File: config.mk
export PLATFORM = sky130hd
export DESIGN_NAME = bq_ff_pid
export DESIGN_NICKNAME = d
export VERILOG_FILES = /design/src/rtl/bq_pkg.sv /design/src/rtl/bq_ctrl.sv /design/src/rtl/bq_datapath.sv /design/src/rtl/bq_ff_pid.sv
export SDC_FILE = /design/constraint.sdc
export NUM_CORES = 2
export LEC_CHECK = 0
export ABC_CLOCK_PERIOD_IN_PS = 17950
export BUFFER_PORTS_ARGS = -buffer_cell sky130_fd_sc_hd__buf_4
export CORE_MARGIN = 2
export CORE_UTILIZATION = 68
export CTS_BUF_LIST = sky130_fd_sc_hd__clkbuf_2 sky130_fd_sc_hd__clkbuf_4 sky130_fd_sc_hd__clkbuf_8
export CTS_CLUSTER_SIZE = 8
export DETAILED_ROUTE_END_ITERATION = 8
export HOLD_SLACK_MARGIN = 0.03
export PLACE_DENSITY = 0.86
export SYNTH_ARGS = -nofsm -noshare
export SYNTH_HDL_FRONTEND = slang
export SYNTH_HIERARCHICAL = 1
export SYNTH_SLANG_ARGS = --single-unit
File: constraint.sdc
create_clock -name clk -period 17.95 [get_ports clk]
set_input_delay 0.8975 -clock clk [delete_from_list [all_inputs] [get_ports clk]]
set_output_delay 0.8975 -clock clk [all_outputs]
set_load 0.01 [all_outputs]
File: src/rtl/bq_pkg.sv
package bq_pkg;
  // strobes from control to datapath, one sample update each
  typedef struct packed {
    logic update;  // run one filter step
    logic patch;   // replace integrator coefficient for this step
  } bqStrb_t;

  localparam int N_SETS  = 2;
  localparam int N_COEFS = 4;
  localparam int ADDR_W  = $clog2(N_COEFS);
  localparam int SET_W   = $clog2(N_SETS);
endpackage

File: src/rtl/bq_ctrl.sv
module bq_ctrl
  import bq_pkg::*;
#(
  parameter int COEF_W = 16,
  parameter int DV_W   = 8
) (
  input  logic                     clk,
  input  logic                     rstN,
  input  logic                     sampleStb,
  input  logic                     transIn,
  input  logic signed [DV_W-1:0]   dvIn,
  input  logic                     cfgWrEn,
  input  logic [SET_W-1:0]         cfgSet,
  input  logic [ADDR_W-1:0]        cfgAddr,
  input  logic signed [COEF_W-1:0] cfgData,
  input  logic [SET_W-1:0]         setSel,
  output bqStrb_t                  strb,
  output logic signed [COEF_W-1:0] b0Act,
  output logic signed [COEF_W-1:0] b1Act,
  output logic signed [COEF_W-1:0] b2Act,
  output logic signed [COEF_W-1:0] gAct
);
  logic signed [COEF_W-1:0] bank [N_SETS][N_COEFS];

  for (genvar s = 0; s < N_SETS; s++) begin : g_set
    for (genvar c = 0; c < N_COEFS; c++) begin : g_coef
      always_ff @(posedge clk) begin
        if (!rstN)
          bank[s][c] <= '0;
        else if (cfgWrEn && cfgSet == SET_W'(s) && cfgAddr == ADDR_W'(c))
          bank[s][c] <= cfgData;
      end
    end
  end

  assign b0Act = bank[setSel][0];
  assign b1Act = bank[setSel][1];
  assign b2Act = bank[setSel][2];
  assign gAct  = bank[setSel][3];

  always_comb begin
    strb.update = sampleStb;
    strb.patch  = sampleStb && transIn && (dvIn != '0);
  end


  idle_bank_chk: assert property (@(posedge clk) disable iff (!rstN)
    (cfgWrEn && cfgSet != setSel) |=> (setSel != $past(setSel)) ||
      ($stable(b0Act) && $stable(b1Act) && $stable(b2Act) && $stable(gAct)));
endmodule

File: src/rtl/bq_datapath.sv
module bq_datapath
  import bq_pkg::*;
#(
  parameter int ERR_W  = 12,
  parameter int COEF_W = 16,
  parameter int DV_W   = 8,
  parameter int DUTY_W = 12,
  parameter int FRAC   = 12
) (
  input  logic                     clk,
  input  logic                     rstN,
  input  bqStrb_t                  strb,
  input  logic signed [ERR_W-1:0]  errIn,
  input  logic signed [DV_W-1:0]   dvIn,
  input  logic signed [COEF_W-1:0] b0Act,
  input  logic signed [COEF_W-1:0] b1Act,
  input  logic signed [COEF_W-1:0] b2Act,
  input  logic signed [COEF_W-1:0] gAct,
  output logic [DUTY_W-1:0]        ctrlOut,
  output logic                     outValid
);
  localparam int ACC_W = COEF_W + DV_W + DUTY_W + ERR_W;
  localparam logic signed [ACC_W-1:0] ONE  = ACC_W'(1) <<< FRAC;
  localparam logic signed [ACC_W-1:0] HALF = ACC_W'(1) <<< (FRAC - 1);
  localparam logic signed [ACC_W-1:0] DMAX = (ACC_W'(1) <<< DUTY_W) - ACC_W'(1);

  logic signed [ERR_W-1:0] xD1, xD2;
  logic [DUTY_W-1:0]       yD1;
  logic signed [ACC_W-1:0] a1Neg, acc, rnd;
  logic [DUTY_W-1:0]       ySat;

  always_comb begin
    a1Neg = ONE;
    if (strb.patch)
      a1Neg = ONE + ACC_W'(dvIn) * ACC_W'(gAct);
    acc = ACC_W'(b0Act) * ACC_W'(errIn)
        + ACC_W'(b1Act) * ACC_W'(xD1)
        + ACC_W'(b2Act) * ACC_W'(xD2)
        + a1Neg * ACC_W'({1'b0, yD1});
    rnd = (acc + HALF) >>> FRAC;
    if (rnd < 0)
      ySat = '0;
    else if (rnd > DMAX)
      ySat = DMAX[DUTY_W-1:0];
    else
      ySat = rnd[DUTY_W-1:0];
  end

  always_ff @(posedge clk) begin
    if (!rstN) begin
      xD1      <= '0;
      xD2      <= '0;
      yD1      <= '0;
      outValid <= 1'b0;
    end else begin
      outValid <= strb.update;
      if (strb.update) begin
        xD1 <= errIn;
        xD2 <= xD1;
        yD1 <= ySat;
      end
    end
  end

  assign ctrlOut = yD1;


  valid_after_stb_chk: assert property (@(posedge clk) disable iff (!rstN)
    strb.update |=> outValid);

  valid_idle_chk: assert property (@(posedge clk) disable iff (!rstN)
    !strb.update |=> !outValid);

  hold_chk: assert property (@(posedge clk) disable iff (!rstN)
    !strb.update |=> $stable(ctrlOut) && $stable(xD1) && $stable(xD2));

  sat_high_chk: assert property (@(posedge clk) disable iff (!rstN)
    (strb.update && rnd > DMAX) |=> ctrlOut == DMAX[DUTY_W-1:0]);

  sat_low_chk: assert property (@(posedge clk) disable iff (!rstN)
    (strb.update && rnd < 0) |=> ctrlOut == '0);
endmodule

File: src/rtl/bq_ff_pid.sv
module bq_ff_pid
  import bq_pkg::*;
#(
  parameter int ERR_W  = 12,
  parameter int COEF_W = 16,
  parameter int DV_W   = 8,
  parameter int DUTY_W = 12,
  parameter int FRAC   = 12
) (
  input  logic                     clk,
  input  logic                     rstN,
  input  logic                     sampleStb,
  input  logic signed [ERR_W-1:0]  errIn,
  input  logic                     transIn,
  input  logic signed [DV_W-1:0]   dvIn,
  input  logic                     cfgWrEn,
  input  logic                     cfgSet,
  input  logic [1:0]               cfgAddr,
  input  logic signed [COEF_W-1:0] cfgData,
  input  logic                     setSel,
  output logic [DUTY_W-1:0]        ctrlOut,
  output logic                     outValid
);
  bqStrb_t strb;
  logic signed [COEF_W-1:0] b0Act, b1Act, b2Act, gAct;

  bq_ctrl #(.COEF_W(COEF_W), .DV_W(DV_W)) uCtrl (
    .clk(clk), .rstN(rstN), .sampleStb(sampleStb), .transIn(transIn),
    .dvIn(dvIn), .cfgWrEn(cfgWrEn), .cfgSet(cfgSet), .cfgAddr(cfgAddr),
    .cfgData(cfgData), .setSel(setSel), .strb(strb),
    .b0Act(b0Act), .b1Act(b1Act), .b2Act(b2Act), .gAct(gAct)
  );

  bq_datapath #(.ERR_W(ERR_W), .COEF_W(COEF_W), .DV_W(DV_W),
                .DUTY_W(DUTY_W), .FRAC(FRAC)) uDp (
    .clk(clk), .rstN(rstN), .strb(strb), .errIn(errIn), .dvIn(dvIn),
    .b0Act(b0Act), .b1Act(b1Act), .b2Act(b2Act), .gAct(gAct),
    .ctrlOut(ctrlOut), .outValid(outValid)
  );
endmodule

=== After elaboration in Yosys (flattened, before gate mapping) ===
Memories as Yosys holds them, arrays and structs flattened.
Cells that the tools add are included.

* Register bits: 37
* Memory bits (writable): 128
* Output and inout bits: 13
* Memories kept: 1

* Add/subtract/negate cells: 5
* Multipliers: 5
* Order comparisons: 2
* Equality and inequality tests: 3
* Mux-type cells: 36
* Bitwise operators: 9
* Reduce and logical (&&, ||, !) cells: 14

{| class="wikitable"
|+ Memory list
! memory !! depth !! width !! rd ports !! clocked after memory_dff !! write ports !! RTL line !! text
|-
| uCtrl.bank || 2 || 64 || 1 || 0 || 2 || bq_ctrl.sv:23 || <nowiki>logic signed [COEF_W-1:0] bank [N_SETS][N_COEFS];</nowiki>
|}

{| class="wikitable"
|+ Operators by type and width
! operator !! count
|-
| 48-bit adder || 3
|-
| 16-bit 2-to-1 mux || 8
|-
| 16-bit by 12-bit multiplier with 28-bit output || 3
|-
| 14-bit by 48-bit adder with 48-bit output (first input constant) || 1
|-
| 48-bit by 13-bit adder with 48-bit output (second input constant) || 1
|-
| 48-bit by 12-bit multiplier with 48-bit output || 1
|-
| 48-bit 2-to-1 mux || 1
|-
| 36-bit by 13-bit > comparator with 1-bit output (second input constant) || 1
|-
| 36-bit by 1-bit less-than comparator with 1-bit output (second input constant) || 1
|-
| 1-bit 2-to-1 mux || 25
|-
| 8-bit by 16-bit multiplier with 24-bit output || 1
|-
| 12-bit 2-to-1 mux || 2
|-
| 1-bit logical AND || 12
|-
| 1-bit OR || 8
|-
| 8-bit nonzero test || 1
|-
| 2-bit == test (second input constant) || 2
|-
| 2-bit by 1-bit == test with 1-bit output (second input constant) || 1
|-
| 2-bit logical NOT || 1
|-
| 1-bit inverter || 1
|}

=== Logic depth before layout (Yosys ltp) ===
An unclocked memory read counts as a cell.

* Depth after elaboration: 10
* Mapped depth: 53
* Depth with buffers taken out: 49

=== Hierarchy ===
Netlist, hierarchy kept.

{| class="wikitable"
|+ Modules (own cells, without submodules)
! module !! times used !! cells each !! area an instance (sq um) !! sequential area each (sq um)
|-
| bq_datapath || 1 || 4,818 || 43,893.3 || 740.7
|-
| bq_ctrl || 1 || 390 || 5,694.2 || 3,843.7
|}

=== Worst setup path before layout ===
Ideal clock, no wire load.

* Kind: in2reg
* From: input setSel
* To: register uDp.yD1[3] (netlist: uDp/ctrlOut[3])
* Setup time: 0.121 ns
* Arrival: 14.573 ns
* Data required time: 17.829 ns
* Setup slack: 3.256 ns
* Stages: 51
* Cells stage by stage: buf_2 buf_2 mux2_2 clkbuf_1 nand2_1 inv_1 fa_1 inv_1 fa_1 fa_1 inv_1 fa_1 inv_1 fa_1 inv_1 fa_1 fa_1 fa_1 (+15 left out) fa_1 inv_1 fa_1 ha_1 ha_1 nor3b_1 a2111oi_0 o221ai_1 a31oi_1 nand4_1 a2111o_1 a221oi_1 nor4b_1 nand4_1 or4_1 clkbuf_1 o21ai_0 o31ai_2

{| class="wikitable"
|+ RTL lines
! what !! RTL line !! text
|-
| from (decl) || bq_ff_pid.sv:20 || <nowiki>input logic setSel,</nowiki>
|-
| memory read 2 x 64 bit * || -- ||
|-
| net b2Act[15] || bq_ff_pid.sv:25 || <nowiki>logic signed [COEF_W-1:0] b0Act, b1Act, b2Act, gAct;</nowiki>
|-
| 16-bit by 12-bit multiplier with 28-bit output * || bq_datapath.sv:38 || <nowiki>+ ACC_W'(b2Act) * ACC_W'(xD2)</nowiki>
|-
| 48-bit adder * || bq_datapath.sv:38 ||
|-
| 48-bit adder * || bq_datapath.sv:39 || <nowiki>+ a1Neg * ACC_W'({1'b0, yD1});</nowiki>
|-
| 48-bit by 13-bit adder with 48-bit output * || bq_datapath.sv:40 || <nowiki>rnd = (acc + HALF) >>> FRAC;</nowiki>
|-
| 36-bit by 13-bit > comparator with 1-bit output || bq_datapath.sv:43 || <nowiki>else if (rnd > DMAX)</nowiki>
|-
| 12-bit 2-to-1 mux || bq_datapath.sv:43 ||
|-
| 12-bit 2-to-1 mux * || bq_datapath.sv:41 || <nowiki>if (rnd < 0)</nowiki>
|-
| to (signal assigned) || bq_datapath.sv:60 || <nowiki>yD1 <= ySat;</nowiki>
|-
| to (decl) || bq_datapath.sv:28 || <nowiki>logic [DUTY_W-1:0] yD1;</nowiki>
|}

The timed path passes the listed nets; every way through them passes the cells marked *.
A chain may end at the register's enable or synchronous reset.

=== Worst setup path after layout ===
* From: input setSel
* To: register uDp.yD1[5] (netlist: uDp/ctrlOut[5])

{| class="wikitable"
|+ RTL lines
! what !! RTL line !! text
|-
| memory read 2 x 64 bit * || -- ||
|-
| net b0Act[7] || bq_ff_pid.sv:25 ||
|-
| 16-bit by 12-bit multiplier with 28-bit output * || bq_datapath.sv:36 || <nowiki>acc = ACC_W'(b0Act) * ACC_W'(errIn)</nowiki>
|-
| 48-bit adder * || bq_datapath.sv:37 || <nowiki>+ ACC_W'(b1Act) * ACC_W'(xD1)</nowiki>
|-
| 48-bit adder * || bq_datapath.sv:38 ||
|-
| 48-bit adder * || bq_datapath.sv:39 ||
|-
| 48-bit by 13-bit adder with 48-bit output * || bq_datapath.sv:40 ||
|-
| 36-bit by 13-bit > comparator with 1-bit output || bq_datapath.sv:43 ||
|-
| 12-bit 2-to-1 mux || bq_datapath.sv:43 ||
|-
| 12-bit 2-to-1 mux * || bq_datapath.sv:41 ||
|}

Marks and branches as above.

==> out/results.ini <==
[timing]
hold_viol=0
finClkSkew_ps=21.9
worst_pin_slew_ps=1230
setup_viol=0
fmax_mhz=63.6
min_period_ps=15730
grt_setup_unrepaired=no
whs_ps=756
fin_crit_sh_pct=87.6
setup-tns-final_ps=0
drv_slew=0
slew-limit-headroom_pct=17.6

[setup_path]
crit_path_frequent_cell=fa_1
arrival_ps=16130
end_kind=flop
crit_slowest_cell=or4_1
cp-start-kind=primary input
cp.required_ps=18350
critPathMaxStageDelay_ps=760
critical-path-top-delay-family=adder cells
criticalPathCategory=in2reg
reg2reg_depth=48
path_max_fanout=64
crit_buf_inv=10
crit_cells=49

[yosys]
avgSynthCellArea_um2=9.52
ys_warn_count=6
yosysUniqueCellTypes=79
synth_edf_count=128
synthArstFlopShare_pct=0
synthFlopType=edfxtp_1
synthesis.nets=6741
ys_ff_latch=165
synth_area_um2=49600
ys_seq_area_share_pct=9.25
synth_cells=5208

[cts]
clkSinkCount=165
worstSkewPairLatency_ps=540
cts-root-buf=clkbuf_8
holdBufCountCts=0
htreeDepth=4
clk_pin_slew_ps=110
cts_tree=built
clock_path_buffers=2
numCtsBuffers=17
cts_setup_buffers=0
cts_resized=0

[cells_and_area]
diodes=0
syn_to_final_growth_pct=2.60
nets=6584
drive_above_1_share_pct=5.11
final_cell_mix=inv_1, fa_1, nand2_1, and2_1, ha_1
final_common_cell=inv_1
num-fill-cells=5253

[detailed_routing]
antenna_left=0
drt-initial-drc-count=3369
finalWirelength_um=130000
via_per_inst=6.00
dr.pass1.iters=8
drc=0
dr_total_vias=36100
wl_per_cell_um=21.6

[place]
numPortBuffers=57
dpl.hpwl_um=104000
gp_congestion=1.01

[grt]
grt_antenna_before_repair=2
grt_pass1_vias=40200
overflow=0
grt_max_degree=77
grt_pass1_wl_um=210000
grtUsageTotal_pct=36.6

[floorplanning]
ios=58
initial_core_util_pct=68.3
core_um2=72600
die_y_um=274
rows=99
die_w_um=274
dieArea_um2=75100

[run]
cap_violations=0

[hold_path]
min_path_cells=3
hold_path_class=reg2reg

[run_status]
outcome=finished, final reports clean

[worst min-delay path, delay by kind of cell (launching register included)]
family / cells / cell delay (ps)
flops: 1 / 310
mux: 1 / 150
buf+inv: 1 / 200
simple gates: 1 / 50
[worst paths after layout]
kind	slack (ps)	start	endpoint
max	2220	setSel	uDp/ctrlOut[5]$_SDFFE_PN0P_
min	760	uDp/xD1[1]$_SDFFE_PN0P_	uDp/xD1[1]$_SDFFE_PN0P_
max reg2reg	3080	uCtrl/bank[0][55]$_SDFFCE_PN0P_	uDp/ctrlOut[5]$_SDFFE_PN0P_
min reg2reg	760	uDp/xD1[1]$_SDFFE_PN0P_	uDp/xD1[1]$_SDFFE_PN0P_
[sequential cells by signal (all words and copies together), names as in the netlist]
| name | cells |
|---|---|
| uCtrl/bank | 128 |
| uDp/ctrlOut | 12 |
| uDp/xD1 | 12 |
| uDp/xD2 | 12 |
| uDp/outValid | 1 |
[kinds of logic (layout without fill, tap and decap cells)]
| family | count (synthesis) | count (layout) | synth area share, % |
|---|---|---|---|
| multiplexers | 94 | 94 | 2.06 |
| AND/OR/NAND/NOR | 1596 | 1596 | 16.0 |
| AO/OA/AOI/OAI | 275 | 275 | 3.75 |
| buffers and inverters | 1483 | 1339 | 11.4 |
| flip-flops | 165 | 165 | 9.25 |
| XOR/XNOR | 107 | 107 | 1.89 |
| adder cells (fa/ha/maj) | 1488 | 1488 | 55.7 |
[synthesized netlist by cell type, drive strengths merged, types with 3 or more instances]
cell | n | area share [%]
a211oi | 9 | 0.14
o211ai | 6 | 0.091
xnor2 | 76 | 1.3
o31ai | 13 | 0.30
fa | 1196 | 48
nand3b | 3 | 0.045
inv | 1198 | 9.1
and2 | 383 | 4.8
o21bai | 7 | 0.11
or3 | 5 | 0.063
nand2b | 42 | 0.53
a311oi | 3 | 0.053
nor2b | 45 | 0.57
o41ai | 4 | 0.071
ha | 292 | 7.4
o21a | 13 | 0.20
a21o | 24 | 0.36
clkinv | 16 | 0.12
o21ai | 68 | 0.69
xor2 | 31 | 0.55
mux2i | 29 | 0.59
or2 | 6 | 0.076
nand2 | 718 | 5.4
a2111o | 3 | 0.068
o221ai | 3 | 0.053
edfxtp | 128 | 7.8
and3 | 89 | 1.1
a2111oi | 6 | 0.12
o22ai | 3 | 0.038
a21oi | 76 | 0.77
clkbuf | 242 | 1.8
nor4b | 3 | 0.083
nor2 | 77 | 0.58
nand4 | 14 | 0.18
nor4 | 6 | 0.10
nand3 | 42 | 0.42
dfxtp | 37 | 1.5
a31oi | 9 | 0.13
mux2 | 65 | 1.5
nor3 | 156 | 1.9
a31o | 3 | 0.053
a221oi | 3 | 0.088
a211o | 6 | 0.11
buf | 27 | 0.33
[routing by layer]
metal / track usage, % / up-vias / share of wire (%)
li1: - / 15200 / -
met1: 44.8 / 18300 / 35
met2: 59.9 / 2204 / 48
met3: 8.72 / 504 / 11
met4: 20.8 / 2 / 6.5
met5: 0 / - / 0.0077
[final cells by class]
| class | instances | area, um2 | area share, % |
|---|---|---|---|
| clock buffers | 17 | 234 | 0.460 |
| clock inverters | 15 | 184 | 0.361 |
| inverters | 1214 | 4560 | 8.96 |
| multi-input cells | 3560 | 39400 | 77.5 |
| flip-flops and latches | 165 | 4590 | 9.02 |
| well taps | 959 | 1200 | 2.36 |
| repair buffers | 93 | 698 | 1.37 |
[stage by stage]
step	setup WS, ps	instances	util [%]	area [um2]
2_1_floorplan	3260	5208	-	49600
4_1_cts	2500	6023	70.1	50900
3_3_place_gp	2170	5991	69.5	50500
3_5_place_dp	1950	5991	69.5	50500
5_1_grt	1410	6023	70.1	50900
6_report	2220	6023	70.1	50900
Power is left out: the tool's default activity adds up to more than one toggle a clock period on the data nets, which glitch-free logic cannot reach.
